--- src/rtl/radio_en_seq.sv ---
module radio_en_seq #(
  parameter int CLK_KHZ      = 100000,
  parameter int SETTLE_US    = 10,
  parameter int GAP_US       = 60,
  parameter int RELEASE_US   = 10,
  parameter int PWR_US       = 5000,
  parameter int RDY_US       = 4500,
  parameter int WIN_US       = 1000,
  parameter int TOL_EDGES    = 3,
  parameter int GOOD_WINDOWS = 4
) (
  input  logic clk_i,
  input  logic rst_ni,
  input  logic bat_good_i,
  input  logic io_good_i,
  input  logic slow_clk_i,
  input  logic on_req_i,
  input  logic off_req_i,
  output logic enable_o,
  output logic io_drive_o,
  output logic supply_off_ok_o,
  output logic ready_o,
  output logic fault_o
);

  localparam int SETTLE_RAW  = CLK_KHZ * SETTLE_US / 1000;
  localparam int GAP_RAW     = CLK_KHZ * GAP_US / 1000;
  localparam int RELEASE_RAW = CLK_KHZ * RELEASE_US / 1000;
  localparam int STARTUP_RAW = CLK_KHZ * (PWR_US + RDY_US) / 1000;
  localparam int WIN_RAW     = CLK_KHZ * WIN_US / 1000;
  localparam int SETTLE_CYC  = SETTLE_RAW  < 1 ? 1 : SETTLE_RAW;
  localparam int GAP_CYC     = GAP_RAW     < 1 ? 1 : GAP_RAW;
  localparam int RELEASE_CYC = RELEASE_RAW < 1 ? 1 : RELEASE_RAW;
  localparam int STARTUP_CYC = STARTUP_RAW < 1 ? 1 : STARTUP_RAW;
  localparam int WIN_CYC     = WIN_RAW     < 2 ? 2 : WIN_RAW;
  localparam int EXP_EDGES   = 32768 * WIN_US / 1000000;
  localparam int EDGE_LO     = EXP_EDGES > TOL_EDGES ? EXP_EDGES - TOL_EDGES : 0;
  localparam int EDGE_HI     = EXP_EDGES + TOL_EDGES;
  localparam int STALL_CYC   = (4 * CLK_KHZ * 1000) / 32768;
  localparam int CW = $clog2(STARTUP_CYC + SETTLE_CYC + RELEASE_CYC + 1);
  localparam int GW = $clog2(GAP_CYC + 1);
  localparam int WW = $clog2(WIN_CYC + 1);
  localparam int EW = $clog2(WIN_CYC + 2);
  localparam int SW = $clog2(STALL_CYC + 1);
  localparam int NW = $clog2(GOOD_WINDOWS + 1);

  typedef enum logic [6:0] {
    S_OFF    = 7'b0000001,
    S_WAIT   = 7'b0000010,
    S_SETTLE = 7'b0000100,
    S_START  = 7'b0001000,
    S_READY  = 7'b0010000,
    S_HOLD   = 7'b0100000,
    S_REL    = 7'b1000000
  } state_t;

  logic [1:0] bat_q, io_q;
  logic [2:0] sk_q;
  logic bat_s, io_s, sk_rise;

  always_ff @(posedge clk_i or negedge rst_ni) begin
    if (!rst_ni) begin
      bat_q <= '0;
      io_q  <= '0;
      sk_q  <= '0;
    end else begin
      bat_q <= {bat_q[0], bat_good_i};
      io_q  <= {io_q[0], io_good_i};
      sk_q  <= {sk_q[1:0], slow_clk_i};
    end
  end

  assign bat_s   = bat_q[1];
  assign io_s    = io_q[1];
  assign sk_rise = sk_q[1] & ~sk_q[2];

  logic [WW-1:0] win_cnt;
  logic [EW-1:0] edge_cnt, edges_now;
  logic [SW-1:0] idle_cnt;
  logic [NW-1:0] good_run;
  logic win_end, in_tol, stall, clk_ok;

  assign edges_now = edge_cnt + EW'(sk_rise);
  assign win_end   = (win_cnt == WW'(WIN_CYC - 1));
  assign in_tol    = (int'(edges_now) >= EDGE_LO) && (int'(edges_now) <= EDGE_HI);
  assign stall     = (idle_cnt >= SW'(STALL_CYC));
  assign clk_ok    = (good_run == NW'(GOOD_WINDOWS)) && !stall;

  always_ff @(posedge clk_i or negedge rst_ni) begin
    if (!rst_ni) begin
      win_cnt  <= '0;
      edge_cnt <= '0;
      idle_cnt <= '0;
      good_run <= '0;
    end else begin
      if (sk_rise)     idle_cnt <= '0;
      else if (!stall) idle_cnt <= idle_cnt + 1'b1;
      if (win_end) begin
        win_cnt  <= '0;
        edge_cnt <= '0;
      end else begin
        win_cnt  <= win_cnt + 1'b1;
        edge_cnt <= edges_now;
      end
      if (stall)
        good_run <= '0;
      else if (win_end) begin
        if (!in_tol)                              good_run <= '0;
        else if (good_run != NW'(GOOD_WINDOWS))   good_run <= good_run + 1'b1;
      end
    end
  end

  logic pre_ok;
  assign pre_ok = bat_s & io_s & clk_ok;

  state_t state, nxt;
  logic [CW-1:0] cnt;
  logic [GW-1:0] gap_cnt;
  logic cnt_clr, drop, fault_set, fault_clr, fault_q, io_drive_q;

  always_comb begin
    nxt       = state;
    cnt_clr   = 1'b0;
    drop      = 1'b0;
    fault_set = 1'b0;
    fault_clr = 1'b0;
    unique case (state)
      S_OFF, S_REL:
        if (on_req_i && !off_req_i) begin
          nxt       = S_WAIT;
          fault_clr = 1'b1;
        end
      S_WAIT:
        if (off_req_i) nxt = S_OFF;
        else if (pre_ok && gap_cnt == '0) begin
          nxt     = S_SETTLE;
          cnt_clr = 1'b1;
        end
      S_SETTLE:
        if (off_req_i) nxt = S_OFF;
        else if (!pre_ok) nxt = S_WAIT;
        else if (cnt == CW'(SETTLE_CYC - 1)) begin
          nxt     = S_START;
          cnt_clr = 1'b1;
        end
      S_START, S_READY:
        if (!pre_ok || off_req_i) begin
          nxt       = S_HOLD;
          cnt_clr   = 1'b1;
          drop      = 1'b1;
          fault_set = !pre_ok;
        end else if (state == S_START && cnt == CW'(STARTUP_CYC - 1))
          nxt = S_READY;
      S_HOLD:
        if (cnt == CW'(RELEASE_CYC - 1)) nxt = S_REL;
      default: nxt = S_OFF;
    endcase
  end

  always_ff @(posedge clk_i or negedge rst_ni) begin
    if (!rst_ni) begin
      state      <= S_OFF;
      cnt        <= '0;
      gap_cnt    <= '0;
      fault_q    <= 1'b0;
      io_drive_q <= 1'b0;
    end else begin
      state <= nxt;
      if (cnt_clr) cnt <= '0;
      else if (state == S_SETTLE || state == S_START || state == S_HOLD) cnt <= cnt + 1'b1;
      if (drop) gap_cnt <= GW'(GAP_CYC);
      else if (gap_cnt != '0) gap_cnt <= gap_cnt - 1'b1;
      if (fault_set) fault_q <= 1'b1;
      else if (fault_clr) fault_q <= 1'b0;
      io_drive_q <= bat_s & io_s;
    end
  end

  assign enable_o        = (state == S_START) || (state == S_READY);
  assign ready_o         = (state == S_READY);
  assign supply_off_ok_o = (state == S_OFF) || (state == S_REL);
  assign fault_o         = fault_q;
  assign io_drive_o      = io_drive_q;

  a_r2_en_needs_pre: assert property (@(posedge clk_i) disable iff (!rst_ni)
    $rose(enable_o) |-> $past(pre_ok));
  a_r8_loss_drops_en: assert property (@(posedge clk_i) disable iff (!rst_ni)
    (enable_o && !pre_ok) |=> (!enable_o && fault_o));
  a_r4_no_release_after_fall: assert property (@(posedge clk_i) disable iff (!rst_ni)
    $fell(enable_o) |-> !supply_off_ok_o);
  a_r5_gap_elapsed: assert property (@(posedge clk_i) disable iff (!rst_ni)
    $rose(enable_o) |-> ($past(gap_cnt) == '0));
  a_r7_ready_after_en: assert property (@(posedge clk_i) disable iff (!rst_ni)
    $rose(ready_o) |-> $past(enable_o));
  a_r10_fault_sticky: assert property (@(posedge clk_i) disable iff (!rst_ni)
    (fault_o && !on_req_i) |=> fault_o);
  a_r3_state_onehot: assert property (@(posedge clk_i) disable iff (!rst_ni)
    $onehot(state));

endmodule

--- config.mk ---
export PLATFORM = sky130hd
export DESIGN_NAME = radio_en_seq
export DESIGN_NICKNAME = d
export VERILOG_FILES = /design/src/rtl/radio_en_seq.sv
export SDC_FILE = /design/constraint.sdc
export NUM_CORES = 1
export LEC_CHECK = 0
export ABC_AREA = 1
export BUFFER_PORTS_ARGS = -buffer_cell sky130_fd_sc_hd__buf_2
export CORE_MARGIN = 8
export CORE_UTILIZATION = 48
export CTS_CLUSTER_SIZE = 20
export DETAILED_ROUTE_END_ITERATION = 6
export PLACE_DENSITY = 0.61
export SLEW_MARGIN = 25
export SYNTH_ARGS = -nofsm -noshare
export SYNTH_HDL_FRONTEND = slang
export SYNTH_SLANG_ARGS = --single-unit
--- constraint.sdc ---
create_clock -name clk_i -period 2.7 [get_ports clk_i]
set_input_delay 0.27 -clock clk_i [delete_from_list [all_inputs] [get_ports clk_i]]
set_output_delay 0.27 -clock clk_i [all_outputs]
set_load 0.1 [all_outputs]
==> flow_summary.ini, run 1 <==
[status]
outcome = completed

[synth]
synth.most_common_cell = nand2_1
ys_seq_area_share_pct = 44.85
synth_nets = 749
synthTopCellsByCount = nand2_1, nor2_1, inv_1, dfrtp_1, nand3_1
synth_top_cell_area_share_pct = 44.37
async_reset_ff_share_pct = 100.0
ys.flop_type = dfrtp_1
synth_cells = 734
synth_seq_cells = 100
synth_warnings = 0
yosysTopAreaCell = dfrtp_1
synth_edf_count = 0
synth_cell_types = 43
synthTopCellsByArea = dfrtp_1, nand2_1, nor2_1, inv_1, nand3_1
syn_area_sq_um = 5583
syn_avg_cell_area_sq_um = 7.606

[final_layout]
area_growth_pct = 10.82
fillCellCount = 1080
seqCellArea_sq_um = 2504
final_cells = 906
drive_above_1_share_pct = 11.40
diodes = 0
multi_input_area_sq_um = 2683
fin_nets = 773

[floorplanning]
start_util_pct = 49.10
die_y_microns = 123.8
ios = 12
dieArea_sq_um = 15340
die_width_microns = 123.8
core_sq_um = 11370
rows = 39

[placement]
io_buffers = 11
place_congestion = 0.8461
dpl_worst_slack_ns = 0.3857
dp_cells = 889
dp_hpwl_mm = 8.504

[worst_setup_path]
reg2reg_from = sk_q[1]
slowest_delay_ns = 0.45
endpoint_kind = output pin
crit_path_start_kind = flip-flop
required_ns = 2.43
cp.arrival_ns = 2.13
critical_path.max_fanout = 6
r2r-end = good_run[1]
path_delay_family = simple AND/OR/NAND/NOR gates
cp_num_cells = 4
reg2regPathDepth = 16
slowest_stage = dfrtp_1
cp_cell_sequence = nor3_2 > nand4_1 > or2b_4 > buf_2
r2r_slack_ns = 0.38
criticalPathCategory = flip-flop to output pin
cp-startpoint = state[6]
critPathBufInv = 1

[sta]
period_minus_slack_ns = 2.397
period_share_pct = 88.78
rsz0062_at_grt = no
fmax_mhz = 417.2
finalClockSkew_ns = 0.01299
setup_ws_ns = 0.3030
hold_violations = 0
slew_violations = 0
setup_viol = 0
slew_headroom_pct = 63.44
worst_slew_pin_slew_ns = 0.5485

[routing]
dr_wl_met2_mm = 5.250
ant_nets = 0
firstDrtPassIters = 6
post-route-drc-count = 0
wire_per_inst_microns = 12.51
wl_met3_microns = 367
drt-met1-wl_mm = 5.563
via_per_inst = 5.119
drt_iter0_markers = 312
routed_wl_mm = 11.34
top_layer_used = met4
vias = 4638

[min_path]
min_path_type = primary input to flip-flop
min_path_cells = 1
hold-path-endpoint = bat_q[0]
holdCritStartpoint = bat_good_i

[global_route]
grt-ovfl-total = 0
grt_pass1_vias = 4628
grt.total_usage_pct = 16.23
grt_pass1_wl_mm = 20.20
grt_max_degree = 43
antenna_found_initial = 0

[power_and_ir_drop]
p_per_area_nw_per_um2 = 778.1
leakage_nw = 3.017
irDropWorstVdd_v = 0.0007045

[cts]
htree_levels = 3
worstSkewPairLatency_ns = 0.35
cts_root_buffer = clkbuf_16
post_cts_resized = 0
cts_setup_buffers = 0
cts_buffers = 9
cts.clk_slew.worst_paths_ns = 0.07
cts_sinks = 100
cts_tree = yes
clk_path_buf_depth = 2

[job]
drv_cap = 0
[flip-flops by register name, indices dropped and copies added (netlist names), 2 cells and up]
register / count
gap_cnt: 13
good_run: 3
sk_q: 3
bat_q: 2
cnt: 20
state: 7
io_q: 2
idle_cnt: 14
win_cnt: 17
edge_cnt: 17
[placed cells by master, fill, tap and decap left out, drive strengths merged, types with 4 or more instances in the layout]
master	instances
ha	8
nor4	4
xnor2	7
buf	19
clkbuf	9
nor2	123
nand2	182
a21oi	22
nor3b	7
nand4	30
nand3b	5
o21ai	25
xor2	14
dfrtp	99
inv	106
clkinv	5
nand3	48
nor3	27
[power by group]
group	switching (mW)	internal, mW	leakage (nW)
Clock	0.572	0.723	0.150
Sequential	0.304	1.79	1.29
Combinational	0.952	0.473	1.58
[per-stage QoR]
| step | total power, mW | area [sq um] | util, % | TNS, ns | hold slack [ns] |
|---|---|---|---|---|---|
| CTS | 4.885 | 6187 | 54.42 | 0 | 0.006089 |
| global placement | 3.518 | 5877 | 51.69 | 0 | 0.2943 |
| detailed placement | 3.546 | 5877 | 51.69 | 0 | 0.2914 |
| global route | 5.157 | 6187 | 54.42 | 0 | 0.002708 |
| finish | 4.814 | 6187 | 54.42 | 0 | 0.02773 |
| floorplan | 3.216 | 5619 | - | -0.5833 | -0.02559 |
[worst register-to-register path, cell delays in order, from the launching register on]
cell     delay [ns]
dfrtp_1        0.35
inv_1          0.05
nor2_1         0.18
ha_1           0.26
nand2_4        0.10
nor2_8         0.20
nand2_2        0.14
nand2_1        0.18
nand2_1        0.09
nor3_1         0.18
nand3_1        0.10
nand2_1        0.09
nand3_2        0.07
nand2_2        0.10
inv_2          0.05
nand2_1        0.05
nand2_1        0.05
[worst max-delay path by stage]
stage	endpoint	slack (ns)
global route	good_run[1]	0.08
detailed placement	good_run[1]	0.39
finish	enable_o	0.30
CTS	enable_o	0.27
floorplan	state[4]	-0.11
global placement	good_run[1]	0.42
[layout make-up]
cell class              count  share of cell area, %
repair buffers             20                  2.063
flip-flops and latches    100                  40.47
well taps                 143                  2.892
clock inverters             7                  1.213
inverters                 105                  6.370
multi-input cells         522                  43.36
clock buffers               9                  3.640
[layer usage]
layer	vias up	global-route usage (%)
li1	2406	-
met1	2161	20.78
met2	58	26.45
met3	13	3.581
met4	0	5.869
met5	-	0
[cells by family after synthesis]
logic type / after synthesis / share of synthesized area (%)
compound gates: 59 / 6.006
xor+xnor: 21 / 3.295
fa+ha+maj: 8 / 1.793
buf+inv: 112 / 7.687
flops: 100 / 44.85
simple gates: 434 / 36.37
[timing repair]
action                                  in CTS  in global routing
hold endpoints to repair                    38                  0
endpoints found under the setup margin       0                  0
hold buffers                                 1                  0
No activity file was read; power rests on OpenSTA's default activity.
==> inputs of run 2 (changes only) <==
--- a/config.mk
+++ b/config.mk
@@ -12,6 +12,7 @@
 export CTS_CLUSTER_SIZE = 20
 export DETAILED_ROUTE_END_ITERATION = 6
 export PLACE_DENSITY = 0.61
+export SKIP_LAST_GASP = 1
 export SLEW_MARGIN = 25
 export SYNTH_ARGS = -nofsm -noshare
 export SYNTH_HDL_FRONTEND = slang
==> constraint.sdc (replaced) <==
create_clock -name clk_i -period 2.3 [get_ports clk_i]
set_input_delay 0.23 -clock clk_i [delete_from_list [all_inputs] [get_ports clk_i]]
set_output_delay 0.23 -clock clk_i [all_outputs]
set_load 0.1 [all_outputs]
==> run 2 against run 1 <==
Effect of this change: largest cell class unchanged; core utilization increased by 2.7 points; die area unchanged; total power increased by 24%; cell count increased by 2.0%; non-clock buffer count increased by 17; final area increased by 4.9%; flip-flop and latch count unchanged; clock-buffer cell count increased by 2; via count increased by 2.6%; combinational power increased by 27%; critical endpoint unchanged; critical path type unchanged; sequential power increased by 19%.
==> flow_summary.ini, run 2 (synthesized netlist as in run 1, its figures left out) <==
[final_layout]
seqCellArea_sq_um = 2504
final_common_cell = nand2_1
multi_input_area_sq_um = 2800
fin_nets = 791
top_regs = cnt: 20 flops, edge_cnt: 17 flops, win_cnt: 17 flops
final_cell_mix = nand2_1, nor2_1, dfrtp_1
final_cells = 924
fillCellCount = 1024
design_area_sq_um = 6490
regMostFlops = cnt
drive_above_1_share_pct = 15.62
diodes = 0
largest_reg_flops = 20
area_growth_pct = 16.25

[worst_setup_path]
required_ns = 2.07
cp.arrival_ns = 1.94
crit_path_start_kind = flip-flop
r2r-end = cnt[9]
endpoint_kind = output pin
slowest_stage = dfrtp_1
cp_cell_sequence = nor3_2 > nand4_1 > or2b_4 > buf_4
critical_path.max_fanout = 6
criticalPathCategory = flip-flop to output pin
reg2reg_from = idle_cnt[0]
slowest_delay_ns = 0.44
reg2regPathDepth = 11
r2r_slack_ns = 0.15

[global_route]
antenna_found_initial = 0
grt-ovfl-total = 0
grt.total_usage_pct = 16.05
grt_max_degree = 47
grt_pass1_wl_mm = 19.92
grt_pass1_vias = 4531

[routing]
routed_wl_mm = 11.51
drt_iter0_markers = 317
vias = 4760
firstDrtPassIters = 6
ant_nets = 0
via_per_inst = 5.152
post-route-drc-count = 0
wire_per_inst_microns = 12.46

[placement]
place_area_sq_um = 5982
dp_hpwl_mm = 8.531
io_buffers = 11
dpl_worst_slack_ns = 0.04388
place_congestion = 0.8946
dp_cells = 899

[min_path]
min_path_cells = 3
min_path_type = primary input to flip-flop
hold-path-endpoint = state[0]
holdCritStartpoint = off_req_i

[sta]
slew_headroom_pct = 59.15
fmax_mhz = 460.6
slew_violations = 0
period_share_pct = 94.39
rsz0062_at_grt = yes
setup_viol = 0
setup_ws_ns = 0.1291
finalClockSkew_ns = 0.006356
period_minus_slack_ns = 2.171
hold_violations = 0
holdWs_ns = 0.1793
worst_slew_pin_slew_ns = 0.6127

[power_and_ir_drop]
power_mw = 5.954
p_per_area_nw_per_um2 = 917.4
irDropWorstVdd_v = 0.0005529
leakage_nw = 3.138

[job]
drv_cap = 0

[cts]
cts_sinks = 100
htree_levels = 3
worstSkewPairLatency_ns = 0.35
cts_root_buffer = clkbuf_16
clk_path_buf_depth = 2
cts.clk_slew.worst_paths_ns = 0.06
cts_buffers = 9
cts_tree = yes

[floorplanning]
dieArea_sq_um = 15340
die_width_microns = 123.8
rows = 39
core_sq_um = 11370
start_util_pct = 49.10
ios = 12
die_y_microns = 123.8

[status]
outcome = completed
## run 2: cell types whose count changed in the layout (fill, tap and decap cells not counted), sizes merged
cell         previous run  this run
nor2                  123       124
clkinv                  5         2
clkbuf                  9        11
buf                    19        33
bufinv                  1         2
dlygate4sd3             1         4
## run 2: worst max-delay path by stage
| stage | from | to | slack, ns | cells past startpoint |
|---|---|---|---|---|
| global placement | sk_q[2] | good_run[0] | 0.12 | 17 |
| floorplan | state[2] | state[4] | -0.51 | 9 |
| finish | state[5] | enable_o | 0.13 | 4 |
| CTS | sk_q[1] | good_run[2] | 0.03 | 16 |
| detailed placement | sk_q[1] | good_run[2] | 0.04 | 16 |
| global route | sk_q[1] | good_run[2] | -0.05 | 18 |
## run 2: through the flow
stage | util [%] | setup TNS [ns]
2_1_floorplan | - | -16.27
3_3_place_gp | 52.61 | 0
3_5_place_dp | 52.61 | 0
4_1_cts | 55.94 | 0
5_1_grt | 57.08 | -0.08681
6_report | 57.08 | 0
## run 2: critical path: cells and delay by family, from the launching register on
kind | cells | cell delay (ns)
buffers and inverters | 1 | 0.29
flip-flops | 1 | 0.44
AND/OR/NAND/NOR | 3 | 0.86
## run 2: final cells by class
class | instances | area share [%]
clock inverters | 5 | 1.272
clock buffers | 11 | 3.894
inverters | 105 | 6.073
repair buffers | 37 | 4.280
well taps | 143 | 2.757
flip-flops and latches | 100 | 38.58
multi-input cells | 523 | 43.15
## run 2: routing by layer
metal / vias up / part of all wire [%] / GRT usage [%]
met5: - / 0 / 0
met4: 0 / 1.9 / 6.245
met3: 15 / 2.5 / 2.493
met2: 76 / 48 / 26.49
met1: 2227 / 48 / 20.79
li1: 2442 / - / -
## run 2: repair_timing
action | CTS | global route
hold buffers | 4 | 0
gates cloned | 0 | 1
resized for setup | 1 | 23
pin swaps | 0 | 6
endpoints found under the hold margin | 46 | 0
endpoints found under the setup margin | 1 | 19
buffers inserted | 0 | 4
## run 2: report_power, final
| part | internal [mW] | switching [mW] |
|---|---|---|
| Clock | 1.02 | 0.647 |
| Sequential | 2.10 | 0.374 |
| Combinational | 0.631 | 1.18 |
| Total | 3.75 | 2.20 |
